## src/rtl/ppc_pkg.sv

```systemverilog
package ppc_pkg;
  localparam int DW = 8;
  localparam int AW = 2;
  localparam int CW = 6;

  localparam logic [AW-1:0] A_DATA = 2'd0;
  localparam logic [AW-1:0] A_STAT = 2'd1;
  localparam logic [AW-1:0] A_CTRL = 2'd2;

  localparam int C_IE  = 4;
  localparam int C_DIR = 5;

  typedef struct packed {
    logic ack;
    logic err_n;
    logic slct;
    logic pe;
    logic busy;
  } prn_in_t;

  localparam int PRN_W = $bits(prn_in_t);
endpackage

```

## src/rtl/ppc_sync.sv

```systemverilog
module ppc_sync #(
  parameter int W      = 5,
  parameter int STAGES = 2
) (
  input  logic         clk_i,
  input  logic         rst_ni,
  input  logic [W-1:0] d_i,
  output logic [W-1:0] q_o
);
  logic [W-1:0] stg [STAGES];

  always_ff @(posedge clk_i or negedge rst_ni)
    if (!rst_ni) stg[0] <= '0;
    else         stg[0] <= d_i;

  for (genvar i = 1; i < STAGES; i++) begin : g_stage
    always_ff @(posedge clk_i or negedge rst_ni)
      if (!rst_ni) stg[i] <= '0;
      else         stg[i] <= stg[i-1];
  end

  assign q_o = stg[STAGES-1];
endmodule

```

## src/rtl/ppc_regs.sv

```systemverilog
module ppc_regs
  import ppc_pkg::*;
(
  input  logic          clk_i,
  input  logic          rst_ni,
  input  logic          sel_i,
  input  logic          wr_i,
  input  logic          rd_i,
  input  logic [AW-1:0] addr_i,
  input  logic [DW-1:0] wdata_i,
  input  logic [DW-1:0] pd_i,
  input  logic          enh_mode_i,
  input  logic [DW-1:0] stat_i,
  output logic [DW-1:0] rdata_o,
  output logic [DW-1:0] data_q_o,
  output logic [CW-1:0] ctrl_q_o,
  output logic          pd_oe_o,
  output logic          stat_rd_o
);
  logic          wr_en, rd_en;
  logic [DW-1:0] rmux;

  assign wr_en = sel_i & wr_i;
  assign rd_en = sel_i & rd_i;
  assign stat_rd_o = rd_en && (addr_i == A_STAT);

  // direction bit only honoured in enhanced mode; 1 means receive
  assign pd_oe_o = ~enh_mode_i | ~ctrl_q_o[C_DIR];

  always_ff @(posedge clk_i or negedge rst_ni)
    if (!rst_ni) begin
      data_q_o <= '0;
      ctrl_q_o <= '0;
    end else if (wr_en) begin
      if (addr_i == A_DATA) data_q_o <= wdata_i;
      if (addr_i == A_CTRL) ctrl_q_o <= wdata_i[CW-1:0];
    end

  always_comb begin
    unique case (addr_i)
      A_DATA:  rmux = pd_oe_o ? data_q_o : pd_i;
      A_STAT:  rmux = stat_i;
      A_CTRL:  rmux = {{(DW-CW){1'b0}}, ctrl_q_o};
      default: rmux = '0;
    endcase
  end

  always_ff @(posedge clk_i or negedge rst_ni)
    if (!rst_ni)    rdata_o <= '0;
    else if (rd_en) rdata_o <= rmux;
endmodule

```

## src/rtl/ppc_irq.sv

```systemverilog
module ppc_irq (
  input  logic clk_i,
  input  logic rst_ni,
  input  logic ack_s_i,
  input  logic stat_rd_i,
  input  logic irq_mode_i,
  output logic done_o,
  output logic irq_o
);
  logic ack_q, ack_rise;

  assign ack_rise = ack_s_i & ~ack_q;

  always_ff @(posedge clk_i or negedge rst_ni)
    if (!rst_ni) begin
      ack_q  <= 1'b0;
      done_o <= 1'b0;
    end else begin
      ack_q <= ack_s_i;
      // a new edge beats a concurrent clearing read
      if (ack_rise)       done_o <= 1'b1;
      else if (stat_rd_i) done_o <= 1'b0;
    end

  assign irq_o = irq_mode_i ? done_o : ack_s_i;
endmodule

```

## src/rtl/ppc_top.sv

```systemverilog
module ppc_top
  import ppc_pkg::*;
(
  input  logic          clk_i,
  input  logic          rst_ni,
  input  logic          sel_i,
  input  logic          wr_i,
  input  logic          rd_i,
  input  logic [AW-1:0] addr_i,
  input  logic [DW-1:0] wdata_i,
  output logic [DW-1:0] rdata_o,
  input  logic [DW-1:0] pd_i,
  output logic [DW-1:0] pd_o,
  output logic          pd_oe_o,
  output logic [3:0]    hs_oe_o,
  input  logic          busy_i,
  input  logic          pe_i,
  input  logic          slct_i,
  input  logic          err_ni,
  input  logic          ack_i,
  input  logic          irq_mode_i,
  input  logic          enh_mode_i,
  output logic          irq_o,
  output logic          irq_oe_o
);
  prn_in_t       prn_raw, prn_s;
  logic [CW-1:0] ctrl_q;
  logic [DW-1:0] stat;
  logic          stat_rd, done;

  assign prn_raw = '{ack: ack_i, err_n: err_ni, slct: slct_i, pe: pe_i, busy: busy_i};

  ppc_sync #(.W(PRN_W), .STAGES(2)) u_sync (
    .clk_i (clk_i),
    .rst_ni(rst_ni),
    .d_i   (prn_raw),
    .q_o   (prn_s)
  );

  assign stat = {2'b00, prn_s.busy, prn_s.pe, prn_s.slct, prn_s.err_n, prn_s.ack, done};

  ppc_regs u_regs (
    .clk_i     (clk_i),
    .rst_ni    (rst_ni),
    .sel_i     (sel_i),
    .wr_i      (wr_i),
    .rd_i      (rd_i),
    .addr_i    (addr_i),
    .wdata_i   (wdata_i),
    .pd_i      (pd_i),
    .enh_mode_i(enh_mode_i),
    .stat_i    (stat),
    .rdata_o   (rdata_o),
    .data_q_o  (pd_o),
    .ctrl_q_o  (ctrl_q),
    .pd_oe_o   (pd_oe_o),
    .stat_rd_o (stat_rd)
  );

  ppc_irq u_irq (
    .clk_i     (clk_i),
    .rst_ni    (rst_ni),
    .ack_s_i   (prn_s.ack),
    .stat_rd_i (stat_rd),
    .irq_mode_i(irq_mode_i),
    .done_o    (done),
    .irq_o     (irq_o)
  );

  assign hs_oe_o  = ctrl_q[3:0];
  assign irq_oe_o = ctrl_q[C_IE];
endmodule

```

## config.mk

```make
export PLATFORM = sky130hd
export DESIGN_NAME = ppc_top
export DESIGN_NICKNAME = d
export VERILOG_FILES = /design/src/rtl/ppc_pkg.sv /design/src/rtl/ppc_sync.sv /design/src/rtl/ppc_regs.sv /design/src/rtl/ppc_irq.sv /design/src/rtl/ppc_top.sv
export SDC_FILE = /design/constraint.sdc
export NUM_CORES = 1
export LEC_CHECK = 0
export BUFFER_PORTS_ARGS = -buffer_cell sky130_fd_sc_hd__buf_2
export CAP_MARGIN = 15
export CELL_PAD_IN_SITES_DETAIL_PLACEMENT = 2
export CELL_PAD_IN_SITES_GLOBAL_PLACEMENT = 2
export CORE_ASPECT_RATIO = 0.8
export CORE_MARGIN = 3
export CORE_UTILIZATION = 32
export DETAILED_ROUTE_END_ITERATION = 16
export PLACE_DENSITY = 0.78
export SLEW_MARGIN = 10
export SYNTH_ARGS = -nofsm -noshare
export SYNTH_HDL_FRONTEND = slang
export SYNTH_SLANG_ARGS = --single-unit
```

## constraint.sdc

```tcl
create_clock -name clk_i -period 1.6 [get_ports clk_i]
set_input_delay 0.08 -clock clk_i [delete_from_list [all_inputs] [get_ports clk_i]]
set_output_delay 0.08 -clock clk_i [all_outputs]
set_load 0.05 [all_outputs]
```

==> flow_metrics.tcl, run 1 <==
set metrics [dict create \
    fin_tns_setup_ns 0 \
    critPathMaxStageDelay_ns 0.52 \
    layout.nets 199 \
    fillers 432 \
    layout_commonest_cell "buf_2" \
    finalCritPeriodShare_pct 87.0 \
    hold_buffers 6 \
    ioPinCount 53 \
    die-area_sq_um 5270 \
    synth.avg_cell_area_sq_um 12.8 \
    max_freq_mhz 718 \
    yosys_warnings 0 \
    num_vias 1134 \
    min_path_type "in -> reg" \
    drt-initial-drc-count 72 \
    wire_per_inst_microns 18.8 \
    initial_core_util_pct 35.2 \
    synthCells 111 \
    pre_cts_ws_ns 0.383 \
    cts_resized 0 \
    synth-compound-area-share_pct 12.5 \
    power_density_nw_per_um2 1370 \
    tightest_slew_ns 0.760 \
    status "completed" \
    synth_top_family_by_area "multiplexers" \
    layout_common_cells "52 x buf_2, 34 x dfrtp_1, 14 x mux2_2, 8 x o21ai_0" \
    rsz0062_at_grt "no" \
    place_area_sq_um 1700 \
    synthesis.area_sq_um 1420 \
    worst_clock_skew_ns 0.00876 \
    p_leak_nw 0.893 \
    hold_viol 0 \
    worstPathRequired_ns 1.52 \
    ys_seq_area_share_pct 60.1 \
    totalWireLength_microns 4230 \
    synth-simple-area-share_pct 9.81 \
    viasPerCell 5.04 \
    synth-adder-area-share_pct 0 \
    critPathMaxFanout 15 \
    core-area_sq_um 4030 \
    grt_max_degree 35 \
    relSlewSlack_pct 49.3 \
    htreeDepth 2 \
    synth_fp_nets 141 \
    path_delay_family "flip-flops" \
    setup_slack_ns 0.208 \
    path_clk_slew_ns 0.06 \
    antenna_found_initial 0 \
    layout-drive-gt1-share_pct 46.5 \
    grt_pass1_vias 1281 \
    grt-ovfl-total 0 \
    clock_sinks 34 \
    synth_mux_area_share_pct 13.6 \
    row_count 20 \
    crit_buf_inv 1 \
    area_delta_synth_final_pct 30.7 \
    layout_min_cycle_time_ns 1.39 \
    vdd_drop_max_uv 686 \
    setup_viol 0 \
    end_kind "output port" \
    cap_violations 0 \
    n_antenna_cell 0 \
    ant_nets 0 \
    drv_slew 0 \
    die_x_microns 80.4 \
    worstPathArrival_ns 1.31 \
    die_h_microns 65.5 \
    cts_root_buf "clkbuf_8" \
    critPathLaunchType "register" \
    synthDistinctLibCells 23 \
    track_usage_pct 17.7 \
    crit_chain "nand2_1 > buf_2" \
    drcViolationCount 0 \
    cts_buffers 5 \
    drt_first_pass_iters 4 \
    postCtsSetupBuffers 0 \
    hold_ws_ns 0.0397 \
    cts_tree "yes" \
    ys_ff_latch 34 \
    io_buffer_count 52 \
    hpwlAfterDp_microns 3160 \
    grt_pass1_wl_microns 6740 \
    cpMaxStageDelayCell "dfrtp_1" \
    synth-xor-area-share_pct 0 \
    clock_latency_ns 0.29 \
    critPathKind "reg -> out" \
    design_area_sq_um 1850 \
    cts_max_path_buffers 2 \
    place_congestion 0.687 \
]
-- metal layers --
metal | vias to the layer above | routed length (microns) | global-route usage (%)
met1 | 576 | 1780 | 21.6
met5 | - | 0 | 0
met3 | 6 | 238 | 4.38
met2 | 41 | 2170 | 30.9
met4 | 0 | 50 | 5.06
li1 | 511 | - | -
-- state kept, by name, summed over array words and instances, names as in the netlist --
| name | flops |
|---|---|
| u_regs.ctrl_q_o | 6 |
| u_sync.q_o | 5 |
| u_irq.done_o | 1 |
| u_regs.data_q_o | 8 |
| u_sync.stg | 5 |
| u_irq.ack_q | 1 |
| u_regs.rdata_o | 8 |
-- layout make-up --
cell class | count | area, sq um | share of cell area (%)
multi-input combinational | 68 | 508 | 27.5
inverter | 1 | 3.75 | 0.203
clock buffer | 7 | 86.3 | 4.67
timing repair buffer | 59 | 328 | 17.7
clock inverter | 1 | 5.00 | 0.270
sequential | 34 | 851 | 46.0
tap | 55 | 68.8 | 3.72
-- report_power, final --
group | switching (W) | total [W] | internal, W
registers | 0.000108 | 0.00109 | 0.000983
logic | 0.000560 | 0.000787 | 0.000228
clock network | 0.000303 | 0.000649 | 0.000347
-- synthesized netlist by cell type --
library cell	count	area (sq um)
nand2_1	6	22.5
buf_6	1	11.3
a21oi_1	6	30.0
nor2_1	6	22.5
a221oi_1	6	52.6
and2b_2	1	8.76
and3_1	6	37.5
buf_2	1	5.00
and2_1	1	6.26
nand3_4	1	17.5
and3_4	1	11.3
o21ai_0	8	40.0
mux2_4	1	15.0
a21boi_0	6	45.0
nor2b_1	1	6.26
a22o_1	1	8.76
inv_1	1	3.75
mux2_2	14	158
dfrtp_1	34	851
mux2i_1	2	20.0
clkbuf_1	2	7.51
nor2_2	1	6.26
buf_4	4	30.0
-- through the flow --
step	power (W)	instances	utilization [%]
floorplan	0.00167	111	-
global placement	0.00185	211	42.2
detailed placement	0.00189	211	42.2
CTS	0.00256	225	45.9
global route	0.00267	225	45.9
finish	0.00253	225	45.9
-- path summary, 6_finish.rpt --
| kind | cells past startpoint | slack, ns | startpoint | to |
|---|---|---|---|---|
| setup / recovery | 2 | 0.21 | u_regs.ctrl_q_o[5]$_DFFE_PN0P_ | pd_oe_o |
| hold / removal | 2 | 0.04 | wdata_i[7] | u_regs.data_q_o[7]$_DFFE_PN0P_ |
| setup reg to reg | 3 | 0.40 | u_regs.ctrl_q_o[5]$_DFFE_PN0P_ | u_regs.rdata_o[5]$_DFFE_PN0P_ |
| hold reg to reg | 0 | 0.34 | u_sync.stg[9]$_DFF_PN0_ | u_sync.q_o[4]$_DFF_PN0_ |
| max in group asynchronous | 2 | 0.72 | rst_ni | u_regs.rdata_o[7]$_DFFE_PN0P_ |
| min in group asynchronous | 2 | 0.39 | rst_ni | u_regs.rdata_o[4]$_DFFE_PN0P_ |
-- cells by family after synthesis --
logic type             after synthesis
DFF                                 34
AOI/OAI and AO/OA                   27
and+or+nand+nor                     24
buffers and inverters                9
muxes                               17
(Power assumes the default switching activity.)
==> inputs of run 2 (changes only) <==
PLACE_DENSITY = default   (was 0.78)
PLACE_DENSITY_LB_ADDON = 0.1   (was default)
==> flow_metrics.tcl, run 2 (synthesized netlist as in run 1, its figures left out) <==
set metrics [dict create \
    status "completed" \
    ioPinCount 53 \
    layout.nets 200 \
    layout_min_cycle_time_ns 1.43 \
    worst_clock_skew_ns 0.00164 \
    wire_per_inst_microns 17.2 \
    grt_max_degree 35 \
    layout-drive-gt1-share_pct 47.4 \
    worstHoldStart "wdata_i[6]" \
    layout_commonest_cell "buf_2" \
    place_congestion 0.744 \
    fin_tns_setup_ns 0 \
    combinationalPowerShare_pct 30.1 \
    n_antenna_cell 0 \
    cts_buffers 5 \
    p_leak_nw 0.907 \
    min_path_type "in -> reg" \
    critPathLaunchType "register" \
    cts_max_path_buffers 2 \
    rsz0062_at_grt "no" \
    end_kind "output port" \
    tightest_slew_ns 0.764 \
    core-area_sq_um 4030 \
    cts_resized 0 \
    die_x_microns 80.4 \
    totalWireLength_microns 3880 \
    area_delta_synth_final_pct 32.5 \
    post-route-util_pct 46.6 \
    critPathKind "reg -> out" \
    hpwlAfterDp_microns 2810 \
    drt_first_pass_iters 4 \
    postCtsSetupBuffers 0 \
    viasPerCell 4.92 \
    crit_start "u_regs.ctrl_q_o[5]$_DFFE_PN0P_" \
    vdd_drop_max_uv 715 \
    clock_latency_ns 0.28 \
    grt-ovfl-total 0 \
    hold_viol 0 \
    die_h_microns 65.5 \
    worstPathArrival_ns 1.35 \
    power_frac_clock_pct 28.2 \
    clock_sinks 34 \
    cts_tree "yes" \
    cap_violations 0 \
    internal_power_w 0.00165 \
    regArea_sq_um 851 \
    fillers 424 \
    die-area_sq_um 5270 \
    reg_top3 "u_regs.data_q_o x8, u_regs.rdata_o x8, u_regs.ctrl_q_o x6" \
    row_count 20 \
    initial_core_util_pct 35.2 \
    drv_slew 0 \
    seqPwrFrac_pct 41.6 \
    max_freq_mhz 697 \
    io_buffer_count 52 \
    num_vias 1112 \
    worstPathRequired_ns 1.52 \
    hold_buffers 6 \
    power_density_nw_per_um2 1380 \
    grt_pass1_vias 1224 \
    layout_common_cells "52 x buf_2, 34 x dfrtp_1, 14 x mux2_2, 8 x o21ai_0, 8 x clkbuf_8" \
    power_switching_w 0.000949 \
    cpMaxStageDelayCell "dfrtp_1" \
    drcViolationCount 0 \
    hold_ws_ns 0.0291 \
    track_usage_pct 16.6 \
    multi_input_area_sq_um 508 \
    antenna_found_initial 0 \
    crit_chain "nand2_1 > buf_2" \
    grt_pass1_wl_microns 6520 \
    path_clk_slew_ns 0.07 \
    critPathMaxFanout 15 \
    r2r-start "u_regs.ctrl_q_o[5]$_DFFE_PN0P_" \
    ant_nets 0 \
    swShare_pct 36.6 \
    relSlewSlack_pct 49.1 \
    critPathMaxStageDelay_ns 0.63 \
    finalCritPeriodShare_pct 89.6 \
    cts_root_buf "clkbuf_8" \
    htreeDepth 2 \
    setup_viol 0 \
    drt-initial-drc-count 54 \
]
-- run 2: metal layers --
layer / share of wire (%) / vias to the layer above / GRT usage (%)
met5: 0 / - / 0
met4: 0.95 / 0 / 3.80
met3: 5.8 / 6 / 4.38
met2: 45 / 38 / 25.8
met1: 48 / 557 / 23.1
li1: - / 511 / -
-- run 2: worst paths after layout --
path | end | slack, ns | depth (start not counted)
worst max register to register | u_regs.rdata_o[5]$_DFFE_PN0P_ | 0.34 | 3
max in group asynchronous | u_regs.rdata_o[7]$_DFFE_PN0P_ | 0.71 | 2
min in group asynchronous | u_regs.rdata_o[4]$_DFFE_PN0P_ | 0.41 | 2
worst min-delay path | u_regs.data_q_o[6]$_DFFE_PN0P_ | 0.03 | 2
worst max-delay path | pd_oe_o | 0.17 | 2
worst min register to register | u_sync.q_o[1]$_DFF_PN0_ | 0.35 | 0
-- run 2: through the flow --
step | total power (W) | area [sq um] | worst slack (ns) | instances
floorplan | 0.00167 | 1420 | 0.357 | 111
CTS | 0.00263 | 1880 | 0.173 | 226
finish | 0.00260 | 1880 | 0.166 | 226
global placement | 0.00186 | 1710 | 0.299 | 212
detailed placement | 0.00188 | 1710 | 0.325 | 212
global route | 0.00274 | 1880 | 0.0279 | 226
-- run 2: critical path: cells and delay by family, from the launching register on --
kind / cells / cell delay [ns]
buffers and inverters: 1 / 0.25
flip-flops: 1 / 0.63
AND/OR/NAND/NOR: 1 / 0.19
-- run 2: power by group through the flow --
stage | Clock, W | Sequential (W) | Combinational [W]
4_1_cts | 0.000756 | 0.00108 | 0.000792
3_3_place_gp | 0 | 0.00109 | 0.000767
3_5_place_dp | 0 | 0.00110 | 0.000779
5_1_grt | 0.000798 | 0.00111 | 0.000835
6_report | 0.000732 | 0.00108 | 0.000783
2_1_floorplan | 0 | 0.00135 | 0.000323
-- run 2: area by class of cell --
cell class	count	share of cell area [%]
Sequential cell	34	45.3
Multi-Input combinational cell	68	27.1
Timing Repair Buffer	60	17.9
Clock buffer	8	5.87
Tap cell	55	3.67
Inverter	1	0.200
==> inputs of run 3 (changes only) <==
ABC_AREA = 1   (was default)
CORE_UTILIZATION = 30   (was 32)
CTS_CLUSTER_SIZE = 24   (was default)
==> flow_metrics.tcl, run 3 <==
set metrics [dict create \
    yosys.area.top_type "dfrtp_1" \
    cpMaxStageDelayCell "dfrtp_1" \
    worstHoldPathCells 3 \
    worst_clock_skew_ns 0.00323 \
    synth-xor-area-share_pct 0 \
    synth_top_area_share_pct 53.2 \
    clock_sinks 34 \
    relSlewSlack_pct 74.7 \
    grt_pass1_wl_microns 7590 \
    viasPerCell 4.51 \
    synth_fp_nets 215 \
    hpwlAfterDp_microns 3470 \
    reg_top3 "u_regs.data_q_o x8, u_regs.rdata_o x8, u_regs.ctrl_q_o x6" \
    min_path_type "in -> reg" \
    worstPathRequired_ns 1.52 \
    synth-edff-count 0 \
    layout_min_cycle_time_ns 1.45 \
    wire_per_inst_microns 14.6 \
    grt_pass1_vias 1568 \
    critPathCapture "pd_oe_o" \
    power_density_nw_per_um2 1370 \
    rrSetupSlack_ns 0.39 \
    row_count 23 \
    synth_top_family_by_area "simple AND/OR/NAND/NOR gates" \
    die-area_sq_um 6250 \
    place_area_sq_um 1870 \
    synth.avg_cell_area_sq_um 8.64 \
    design_area_sq_um 2070 \
    wl_met3_microns 208 \
    layout.nets 271 \
    io_buffer_count 52 \
    drt_first_pass_iters 3 \
    yosysMostFrequentCell "nand2_1" \
    worstPathArrival_ns 1.37 \
    maxUsedRoutingLayer "met4" \
    max_freq_mhz 689 \
    wl_met1_microns 2030 \
    n_antenna_cell 0 \
    status "completed" \
    synth.area.top_cells "dfrtp_1 53%, nand2_1 12%, nand3_1 7.8%" \
    synthCells 185 \
    drt-initial-drc-count 63 \
    r2r-start "u_regs.ctrl_q_o[5]$_DFFE_PN0P_" \
    p_total_w 0.00283 \
    critPathMaxStageDelay_ns 0.49 \
    layout_common_cells "53 x nand2_1, 52 x buf_2, 34 x dfrtp_1, 25 x nand3_1, 20 x inv_1" \
    finalCritPeriodShare_pct 90.8 \
    num_vias 1372 \
    layout_commonest_cell "nand2_1" \
    htreeDepth 2 \
    yosys_warnings 0 \
    critPathKind "reg -> out" \
    antenna_found_initial 0 \
    synth-compound-area-share_pct 7.51 \
    crit_start "u_regs.ctrl_q_o[5]$_DFFE_PN0P_" \
    track_usage_pct 15.7 \
    die_x_microns 87.6 \
    drv_slew 0 \
    ys_ff_latch 34 \
    clock_latency_ns 0.28 \
    vdd_drop_max_uv 742 \
    drcViolationCount 0 \
    ys.flop_type "dfrtp_1" \
    cts_max_path_buffers 2 \
    post-route-util_pct 40.8 \
    layout-drive-gt1-share_pct 36.8 \
    path_clk_slew_ns 0.07 \
    place_congestion 0.772 \
    core-area_sq_um 5060 \
    cts_root_buf "clkbuf_8" \
    wl_met2_microns 2200 \
    critPathMaxFanout 11 \
    ant_nets 0 \
    synthDistinctLibCells 17 \
    p_leak_nw 1.16 \
    end_kind "output port" \
    r2r_end "u_regs.rdata_o[5]$_DFFE_PN0P_" \
    synth-adder-area-share_pct 0 \
    cts_resized 0 \
    synth_mux_area_share_pct 0 \
    cts_tree "yes" \
    postCtsSetupBuffers 0 \
    synthesis.area_sq_um 1600 \
    totalWireLength_microns 4450 \
    cts_buffers 5 \
    ioPinCount 53 \
    r2r_cells 6 \
    setup_viol 0 \
    hold_buffers 6 \
    grt_max_degree 35 \
    ys_seq_area_share_pct 53.2 \
    critPathLaunchType "register" \
    initial_core_util_pct 31.6 \
    setup_slack_ns 0.148 \
    tightest_slew_ns 0.379 \
    hold_viol 0 \
    die_h_microns 71.3 \
    cap_violations 0 \
    synth-simple-area-share_pct 26.4 \
    fin_tns_setup_ns 0 \
    area_delta_synth_final_pct 29.3 \
    crit_chain "nand2_2 > buf_2" \
    async_flop_share_pct 100 \
    pre_cts_ws_ns 0.399 \
    grt-ovfl-total 0 \
    synth_common_cells "53 x nand2_1, 34 x dfrtp_1, 25 x nand3_1" \
    rsz0062_at_grt "no" \
]
-- run 3: area by class of cell --
class                           count  area (sq um)
Inverter                           31           119
Clock buffer                        5          68.8
Tap cell                           62          77.6
Timing Repair Buffer               59           340
Sequential cell                    34           851
Fill cell                         570          3000
Clock inverter                      3          68.8
Multi-Input combinational cell    110           543
-- run 3: power by group --
group	switching (W)	internal, W	total (W)
sequential	0.0000855	0.000972	0.00106
combinational	0.000601	0.000210	0.000811
clock	0.000332	0.000624	0.000957
-- run 3: how the worst min path moves through the flow --
stage,from,end,slack (ns)
final,wdata_i[7],u_regs.data_q_o[7]$_DFFE_PN0P_,0.04
after global routing,wdata_i[7],u_regs.data_q_o[7]$_DFFE_PN0P_,0.06
after CTS,wdata_i[7],u_regs.data_q_o[7]$_DFFE_PN0P_,0.04
after detailed placement,rst_ni,u_regs.rdata_o[5]$_DFFE_PN0P_,0.06
after global placement,rst_ni,u_regs.rdata_o[5]$_DFFE_PN0P_,0.05
after floorplan,rst_ni,u_irq.ack_q$_DFF_PN0_,-0.22
-- run 3: metal layers --
metal / vias to the layer above / global-route usage (%)
met2: 36 / 26.4
met1: 658 / 20.5
met3: 2 / 4.48
met4: 0 / 2.39
met5: - / 0
li1: 676 / -
-- run 3: logic make-up (layout without fill, tap and decap cells) --
group                  count (synthesis)  in the layout
flip-flops                            34             34
AND/OR/NAND/NOR                       92             92
AO/OA/AOI/OAI                         18             18
buffers and inverters                 41             98
-- run 3: stage by stage --
| step | hold slack, ns | instances |
|---|---|---|
| finish | 0.0400 | 304 |
| global route | 0.0632 | 304 |
| CTS | 0.0376 | 304 |
| detailed placement | 0.0569 | 290 |
| global placement | 0.0511 | 290 |
| floorplan | -0.216 | 185 |
-- run 3: worst max-delay path, delay by kind of cell, from the launching register on --
| family | cells | cell delay [ns] |
|---|---|---|
| buf+inv | 1 | 0.33 |
| simple gates | 1 | 0.27 |
| flops | 1 | 0.49 |
